**src/rtl/cfgrd_pkg.sv**
```systemverilog
package cfgrd_pkg;
  localparam int BYTE_W     = 8;
  localparam int ADDR_BYTES = 4;
  localparam int DATA_BYTES = 4;
  localparam int WR_BYTES   = 6;
  localparam int HDR_BYTES  = 2;

  localparam logic [7:0] WLEN_OK   = 8'h06;
  localparam logic [7:0] RLEN_OK   = 8'h05;
  localparam logic [7:0] OPC_CFGRD = 8'h61;
  localparam logic [7:0] CC_PASS   = 8'h40;
  localparam logic [7:0] CC_NORESP = 8'h80;
  localparam logic [7:0] CC_BADREQ = 8'h90;

  typedef enum logic [1:0] {PH_RX, PH_EXEC, PH_TX} phase_e;

  // configuration location, address bits 27:0
  typedef struct packed {
    logic [7:0]  bus;
    logic [4:0]  dev;
    logic [2:0]  func;
    logic [11:0] regoff;
  } cfg_loc_t;
endpackage

```
**src/rtl/cfgrd_rx.sv**
```systemverilog
module cfgrd_rx
  import cfgrd_pkg::*;
(
  input  logic                        clk,
  input  logic                        rst,
  input  logic                        take,
  input  logic [BYTE_W-1:0]           din,
  output logic                        last,
  output logic                        cmd_ok,
  output logic                        abort,
  output logic                        mid,
  output logic [ADDR_BYTES*BYTE_W-1:0] addr
);
  localparam int LAST_IDX = HDR_BYTES + WR_BYTES - 1;
  localparam int CNT_W    = $clog2(LAST_IDX + 1);
  localparam logic [CNT_W-1:0] IDX_LAST  = CNT_W'(LAST_IDX);
  localparam logic [CNT_W-1:0] IDX_ADDR0 = CNT_W'(LAST_IDX - ADDR_BYTES + 1);
  localparam logic [CNT_W-1:0] IDX_WLEN  = CNT_W'(0);
  localparam logic [CNT_W-1:0] IDX_RLEN  = CNT_W'(1);
  localparam logic [CNT_W-1:0] IDX_OPC   = CNT_W'(2);

  logic [CNT_W-1:0] cnt;
  logic             bad;

  always_comb begin
    bad = 1'b0;
    if (cnt == IDX_WLEN && din != WLEN_OK)  bad = 1'b1;
    if (cnt == IDX_RLEN && din != RLEN_OK)  bad = 1'b1;
    if (cnt == IDX_OPC  && din != OPC_CFGRD) bad = 1'b1;
  end

  assign last = take && (cnt == IDX_LAST);
  assign mid  = (cnt != '0);

  always_ff @(posedge clk) begin
    if (rst) begin
      cnt    <= '0;
      cmd_ok <= 1'b0;
      abort  <= 1'b0;
      addr   <= '0;
    end else begin
      cmd_ok <= 1'b0;
      abort  <= 1'b0;
      if (take) begin
        if (bad) begin
          abort <= 1'b1;
          cnt   <= '0;
        end else if (cnt == IDX_LAST) begin
          cmd_ok <= 1'b1;
          cnt    <= '0;
        end else begin
          cnt <= cnt + 1'b1;
        end
        if (cnt >= IDX_ADDR0)
          addr <= {din, addr[ADDR_BYTES*BYTE_W-1:BYTE_W]};
      end
    end
  end


  abort_vs_ok_chk: assert property (@(posedge clk) disable iff (rst)
    !(abort && cmd_ok));
endmodule

```
**src/rtl/cfgrd_port.sv**
```systemverilog
module cfgrd_port
  import cfgrd_pkg::*;
#(
  parameter int TIMEOUT_CYC = 16
)(
  input  logic                         clk,
  input  logic                         rst,
  input  logic                         start,
  input  cfg_loc_t                     loc_in,
  input  logic                         cfg_ack,
  input  logic                         cfg_unimpl,
  input  logic [DATA_BYTES*BYTE_W-1:0] cfg_rdata,
  output logic                         cfg_req,
  output cfg_loc_t                     loc,
  output logic                         done,
  output logic [BYTE_W-1:0]            cc,
  output logic [DATA_BYTES*BYTE_W-1:0] rdata
);
  localparam int TW = $clog2(TIMEOUT_CYC + 1);
  localparam logic [TW-1:0] TLIM = TW'(TIMEOUT_CYC - 1);

  logic [TW-1:0] tcnt;

  always_ff @(posedge clk) begin
    if (rst) begin
      cfg_req <= 1'b0;
      loc     <= '0;
      tcnt    <= '0;
      done    <= 1'b0;
      cc      <= '0;
      rdata   <= '0;
    end else begin
      done <= 1'b0;
      if (!cfg_req) begin
        if (start) begin
          cfg_req <= 1'b1;
          loc     <= loc_in;
          tcnt    <= '0;
        end
      end else if (cfg_ack) begin
        cfg_req <= 1'b0;
        done    <= 1'b1;
        if (cfg_unimpl) begin
          cc    <= CC_BADREQ;
          rdata <= '1;
        end else begin
          cc    <= CC_PASS;
          rdata <= cfg_rdata;
        end
      end else if (tcnt == TLIM) begin
        cfg_req <= 1'b0;
        done    <= 1'b1;
        cc      <= CC_NORESP;
        rdata   <= '1;
      end else begin
        tcnt <= tcnt + 1'b1;
      end
    end
  end


  loc_stable_chk: assert property (@(posedge clk) disable iff (rst)
    (cfg_req && $past(cfg_req)) |-> $stable(loc));

  tout_bound_chk: assert property (@(posedge clk) disable iff (rst)
    cfg_req |-> (tcnt <= TLIM));

  badreq_ones_chk: assert property (@(posedge clk) disable iff (rst)
    (done && cc == CC_BADREQ) |-> (rdata == '1));
endmodule

```
**src/rtl/cfgrd_tx.sv**
```systemverilog
module cfgrd_tx
  import cfgrd_pkg::*;
(
  input  logic                         clk,
  input  logic                         rst,
  input  logic                         load,
  input  logic [BYTE_W-1:0]            cc,
  input  logic [DATA_BYTES*BYTE_W-1:0] data,
  input  logic                         out_ready,
  output logic                         out_valid,
  output logic [BYTE_W-1:0]            out_data,
  output logic                         last
);
  localparam int SH_W  = (DATA_BYTES + 1) * BYTE_W;
  localparam int REM_W = $clog2(DATA_BYTES + 1);
  localparam logic [REM_W-1:0] REM_FULL = REM_W'(DATA_BYTES);

  logic [SH_W-1:0]  sh;
  logic [REM_W-1:0] rem;

  assign out_data = sh[BYTE_W-1:0];
  assign last     = out_valid && out_ready && (rem == '0);

  always_ff @(posedge clk) begin
    if (rst) begin
      sh        <= '0;
      rem       <= '0;
      out_valid <= 1'b0;
    end else if (load) begin
      sh        <= {data, cc};
      rem       <= REM_FULL;
      out_valid <= 1'b1;
    end else if (out_valid && out_ready) begin
      if (rem == '0) begin
        out_valid <= 1'b0;
      end else begin
        sh  <= sh >> BYTE_W;
        rem <= rem - 1'b1;
      end
    end
  end


  out_hold_chk: assert property (@(posedge clk) disable iff (rst)
    (out_valid && !out_ready) |=> (out_valid && $stable(out_data)));
endmodule

```
**src/rtl/cfgrd_cmd_handler.sv**
```systemverilog
module cfgrd_cmd_handler
  import cfgrd_pkg::*;
#(
  parameter int TIMEOUT_CYC = 16
)(
  input  logic        clk,
  input  logic        rst,
  input  logic        in_valid,
  input  logic [7:0]  in_data,
  output logic        in_ready,
  output logic        abort,
  output logic        busy,
  output logic        cfg_req,
  output logic [7:0]  cfg_bus,
  output logic [4:0]  cfg_dev,
  output logic [2:0]  cfg_func,
  output logic [11:0] cfg_reg,
  input  logic        cfg_ack,
  input  logic        cfg_unimpl,
  input  logic [31:0] cfg_rdata,
  output logic        out_valid,
  output logic [7:0]  out_data,
  input  logic        out_ready
);
  localparam int LOC_W = $bits(cfg_loc_t);

  phase_e phase;
  logic   take, rx_last, rx_ok, rx_mid, p_done, tx_last;
  logic [ADDR_BYTES*BYTE_W-1:0] rx_addr;
  logic [BYTE_W-1:0]            p_cc;
  logic [DATA_BYTES*BYTE_W-1:0] p_data;
  cfg_loc_t loc;

  assign in_ready = (phase == PH_RX);
  assign take     = in_valid && in_ready;
  assign busy     = (phase != PH_RX) || rx_mid;
  assign cfg_bus  = loc.bus;
  assign cfg_dev  = loc.dev;
  assign cfg_func = loc.func;
  assign cfg_reg  = loc.regoff;

  always_ff @(posedge clk) begin
    if (rst) phase <= PH_RX;
    else begin
      case (phase)
        PH_RX:   if (rx_last) phase <= PH_EXEC;
        PH_EXEC: if (p_done)  phase <= PH_TX;
        PH_TX:   if (tx_last) phase <= PH_RX;
        default: phase <= PH_RX;
      endcase
    end
  end

  cfgrd_rx u_rx (
    .clk(clk), .rst(rst), .take(take), .din(in_data),
    .last(rx_last), .cmd_ok(rx_ok), .abort(abort), .mid(rx_mid), .addr(rx_addr)
  );

  cfgrd_port #(.TIMEOUT_CYC(TIMEOUT_CYC)) u_port (
    .clk(clk), .rst(rst), .start(rx_ok), .loc_in(cfg_loc_t'(rx_addr[LOC_W-1:0])),
    .cfg_ack(cfg_ack), .cfg_unimpl(cfg_unimpl), .cfg_rdata(cfg_rdata),
    .cfg_req(cfg_req), .loc(loc), .done(p_done), .cc(p_cc), .rdata(p_data)
  );

  cfgrd_tx u_tx (
    .clk(clk), .rst(rst), .load(p_done), .cc(p_cc), .data(p_data),
    .out_ready(out_ready), .out_valid(out_valid), .out_data(out_data), .last(tx_last)
  );


  no_overlap_chk: assert property (@(posedge clk) disable iff (rst)
    !(in_ready && out_valid));

  abort_noreq_chk: assert property (@(posedge clk) disable iff (rst)
    abort |-> !cfg_req);
endmodule

```
**config.mk**
```make
export PLATFORM = sky130hd
export DESIGN_NAME = cfgrd_cmd_handler
export DESIGN_NICKNAME = d
export VERILOG_FILES = /design/src/rtl/cfgrd_pkg.sv /design/src/rtl/cfgrd_rx.sv /design/src/rtl/cfgrd_port.sv /design/src/rtl/cfgrd_tx.sv /design/src/rtl/cfgrd_cmd_handler.sv
export SDC_FILE = /design/constraint.sdc
export NUM_CORES = 1
export LEC_CHECK = 0
export BUFFER_PORTS_ARGS = -buffer_cell sky130_fd_sc_hd__buf_2
export CAP_MARGIN = 20
export CORE_MARGIN = 2
export CORE_UTILIZATION = 57
export CTS_BUF_LIST = sky130_fd_sc_hd__clkbuf_16
export DETAILED_ROUTE_END_ITERATION = 8
export PLACE_DENSITY_LB_ADDON = 0.15
export SYNTH_ARGS = -nofsm -noshare
export SYNTH_HDL_FRONTEND = slang
export SYNTH_SLANG_ARGS = --single-unit
```
**constraint.sdc**
```tcl
create_clock -name clk -period 2.6 [get_ports clk]
set_input_delay 0.26 -clock clk [delete_from_list [all_inputs] [get_ports clk]]
set_output_delay 0.26 -clock clk [all_outputs]
set_load 0.05 [all_outputs]
```
==> summary.txt <==
Critical path
  – Worst path slowest cell: o21a_1
  – WP data required: 2.95 ns
  – Critical Path Sink Type: flip-flop
  – CP most frequent cell: ha_1
  – CP peak stage delay: 0.52 ns
  – Crit Path Class: flip-flop to flip-flop
  – Max FO, Critical Path: 19
  – Setup crit start kind: flip-flop
  – Crit path DAT: 2.41 ns
  – Critical path cell sequence: ha_1 -> and3_1 -> ha_1 -> o21a_1 -> buf_8 -> o22ai_1 -> nor2_1

Clocking
  – Clock root cell: clkbuf_16
  – Skew-Pair Late Insertion Delay: 0.42 ns
  – Number of setup buffers added after CTS: 0
  – CTS Hold Bufs: 0
  – Reg clk slew, reported paths: 0.06 ns
  – # clock sinks: 153
  – # resized after CTS: 0
  – Inserted Clock Buffers: 17
  – Max clock buf depth: 2
  – Htree depth: 4
  – CTS tree: built

Routing
  – Via Count: 4941
  – Drt first pass iters: 5
  – Detailed Route Iter0 Violations: 231
  – Final WL: 12.8 mm
  – Post-DRT Antenna Nets: 0
  – Vias/cell: 5.45
  – Post-route DRC violation count: 0
  – Wirelength per Cell: ~14 um

Synth
  – Main synth FF type: dfxtp_1
  – Synth cell types: 43
  – Syn Std Cell Area: 5800 um2
  – FFs w/ async S/R, synth: 0%
  – #FFs+latches synth: 153
  – Avg Inst Size Synth: 8.24 um2
  – Seq/Total Area, Yosys: 52.8%
  – Yosys warns: 0
  – Syn Nets: 759
  – Cell count after synthesis: 704
  – Post-synth EDFFs: 0

Placement
  – Buffers on Ports: between 80 and 90
  – DP Wirelength: 8.22 mm
  – Inst Count DP: 873
  – Setup Slack @ Placement: 0.300 ns
  – GPL Wtd Cong: 0.809

Timing
  – Final worst slack: roughly 0.54 ns
  – Max Slew Vio Count: 0
  – FMAX: 0.486 GHz
  – Final Hold Fails: 0
  – Unrepaired setup endpoints after global routing: false
  – Final setup viols: 0
  – Max-slew headroom: roughly 29%
  – Fin crit period: around 2.1 ns
  – Period utilisation layout: 79.2%
  – Setup_tns: 0 ns
  – Setup Skew: around 0.0077 ns
  – Worst Tran Pin Value: 1.06 ns

Global route
  – GR Overflow Total: 0
  – Vias in the first global route: 4643
  – Initial antenna violation count: 0
  – Global-route wire length before repair: 21.2 mm
  – GRT Total Usage: 23.9%
  – Pin count of the biggest net entering global routing: 108

Die
  – # IOs: 87
  – Initial Util: just under 60%
  – Die area: 11000 um2
  – Die extent in x: about 100 um
  – Die Height: 105 um
  – Core Rows: 36
  – Total core area: 9820 um2

Layout
  – Most common cell after layout, fill and taps aside: nand2_1
  – Nets: 815
  – Area growth from synthesis to layout: 16.9%
  – Core Util, Final: 69.0%
  – Most frequent cells in the layout: nand2_1, dfxtp_1, buf_2, a21oi_1, nor2_1
  – Multi-input gate area: between 2000 and 2500 um2
  – Finished Layout Cells: 906
  – Share of layout cells above drive strength 1: about 18%
  – FF+latch area: 3060 um2
  – Diode count: 0
  – Layout filler cell count: 839

Pwr
  – Seq pwr share: ~49%
  – Logic pwr share: under 10%
  – Clock power share: 49.0%
  – Worst vdd ir: 0.000466 V
  – Static leakage: 0.00258 uW
  – Psw: 1080 uW
  – Sw frac: 22.5%
  – Pwr/cell area: 706 nW/um2
  – Int Pwr: approximately 3700 uW

Hold path
  – Hold Path Class: input port to flip-flop

Run status
  – Outcome: completed

Run
  – Max-cap viol count: 0
flip-flops by register name, summed over array words and instances, names as in the netlist:
signal	flops
u_rx.abort	1
u_rx.cnt	3
u_port.tcnt	5
u_tx.out_valid	1
u_port.cc	3
u_tx.sh	40
u_port.cfg_req	1
u_tx.rem	3
u_port.rdata	32
u_rx.cmd_ok	1
u_rx.addr	32
phase	2
u_port.loc	28
u_port.done	1
cells by family (layout without fill, tap and decap cells):
logic type                 after synthesis  count (layout)  share of synthesized area (%)
and+or+nand+nor                        314             314                           23.1
xor gates and xnor gates                 1               1                          0.151
buffers and inverters                   72             141                           5.59
adders and majority gates                9               9                           1.94
AOI/OAI and AO/OA                      154             154                           16.3
muxes                                    1               1                          0.173
DFF                                    153             153                           52.8
layer usage:
metal | share of wire [%] | routed length, um | vias up | GRT usage, %
met3 | 4.4 | 567 | 22 | 5.30
met5 | 0 | 0 | - | 0
met1 | 41 | 5260 | 2299 | 26.6
met2 | 52 | 6700 | 131 | 43.4
li1 | - | - | 2489 | -
met4 | 2.4 | 310 | 0 | 10.8
Yosys cell counts, types with 4 or more instances:
master / instances / area (um2)
nand2_1: 196 / 736
nor2_1: 70 / 263
o22ai_1: 32 / 200
ha_1: 9 / 113
nor2b_1: 4 / 25.0
inv_1: 11 / 41.3
dfxtp_1: 153 / 3060
clkbuf_1: 38 / 143
nor3_1: 4 / 20.0
buf_2: 7 / 35.0
nand3b_1: 7 / 52.6
buf_4: 12 / 90.1
a21oi_1: 82 / 410
nand3_1: 12 / 60.1
a311oi_1: 28 / 245
worst max-delay path: cells and delay by family, from the launching register on:
family | cells | cell delay (ns)
simple gates | 2 | 0.29
fa+ha+maj | 2 | 0.46
buf+inv | 1 | 0.24
flops | 1 | 0.39
compound gates | 2 | 0.62
area by class of cell:
class / count / area share, %
well taps: 133 / 2.45
inverters: 12 / 0.664
flip-flops and latches: 153 / 45.2
multi-input cells: 479 / 35.6
clock buffers: 17 / 6.27
repair buffers: 97 / 7.71
clock inverters: 15 / 2.09
power groups by stage:
stage	registers, uW	clock network [uW]	logic (uW)
after floorplan	2400	0	42.7
after global placement	2400	0	96.2
after detailed placement	2400	0	97.6
after CTS	2340	2370	97.9
after global routing	2340	2490	105
final	2340	2350	96.9
through the flow:
step / total power [uW] / hold WS (ns) / area (um2)
after detailed placement: 2490 / 0.446 / 6200
after global placement: 2490 / 0.439 / 6200
after global routing: 4930 / 0.0809 / 6780
after CTS: 4820 / 0.0594 / 6770
final: 4790 / 0.0686 / 6780
after floorplan: 2440 / 0.396 / 5800
worst paths after layout:
kind | startpoint | end | slack [ns] | cells after the start
max | u_port.tcnt[0] | u_port.rdata[28] | 0.54 | 7
min reg2reg | u_port.loc[20] | u_port.loc[20] | 0.45 | 2
max reg2reg | u_port.tcnt[0] | u_port.rdata[28] | 0.54 | 7
min | cfg_rdata[24] | u_port.rdata[24] | 0.07 | 3
Power figures use the tool's default switching activity.
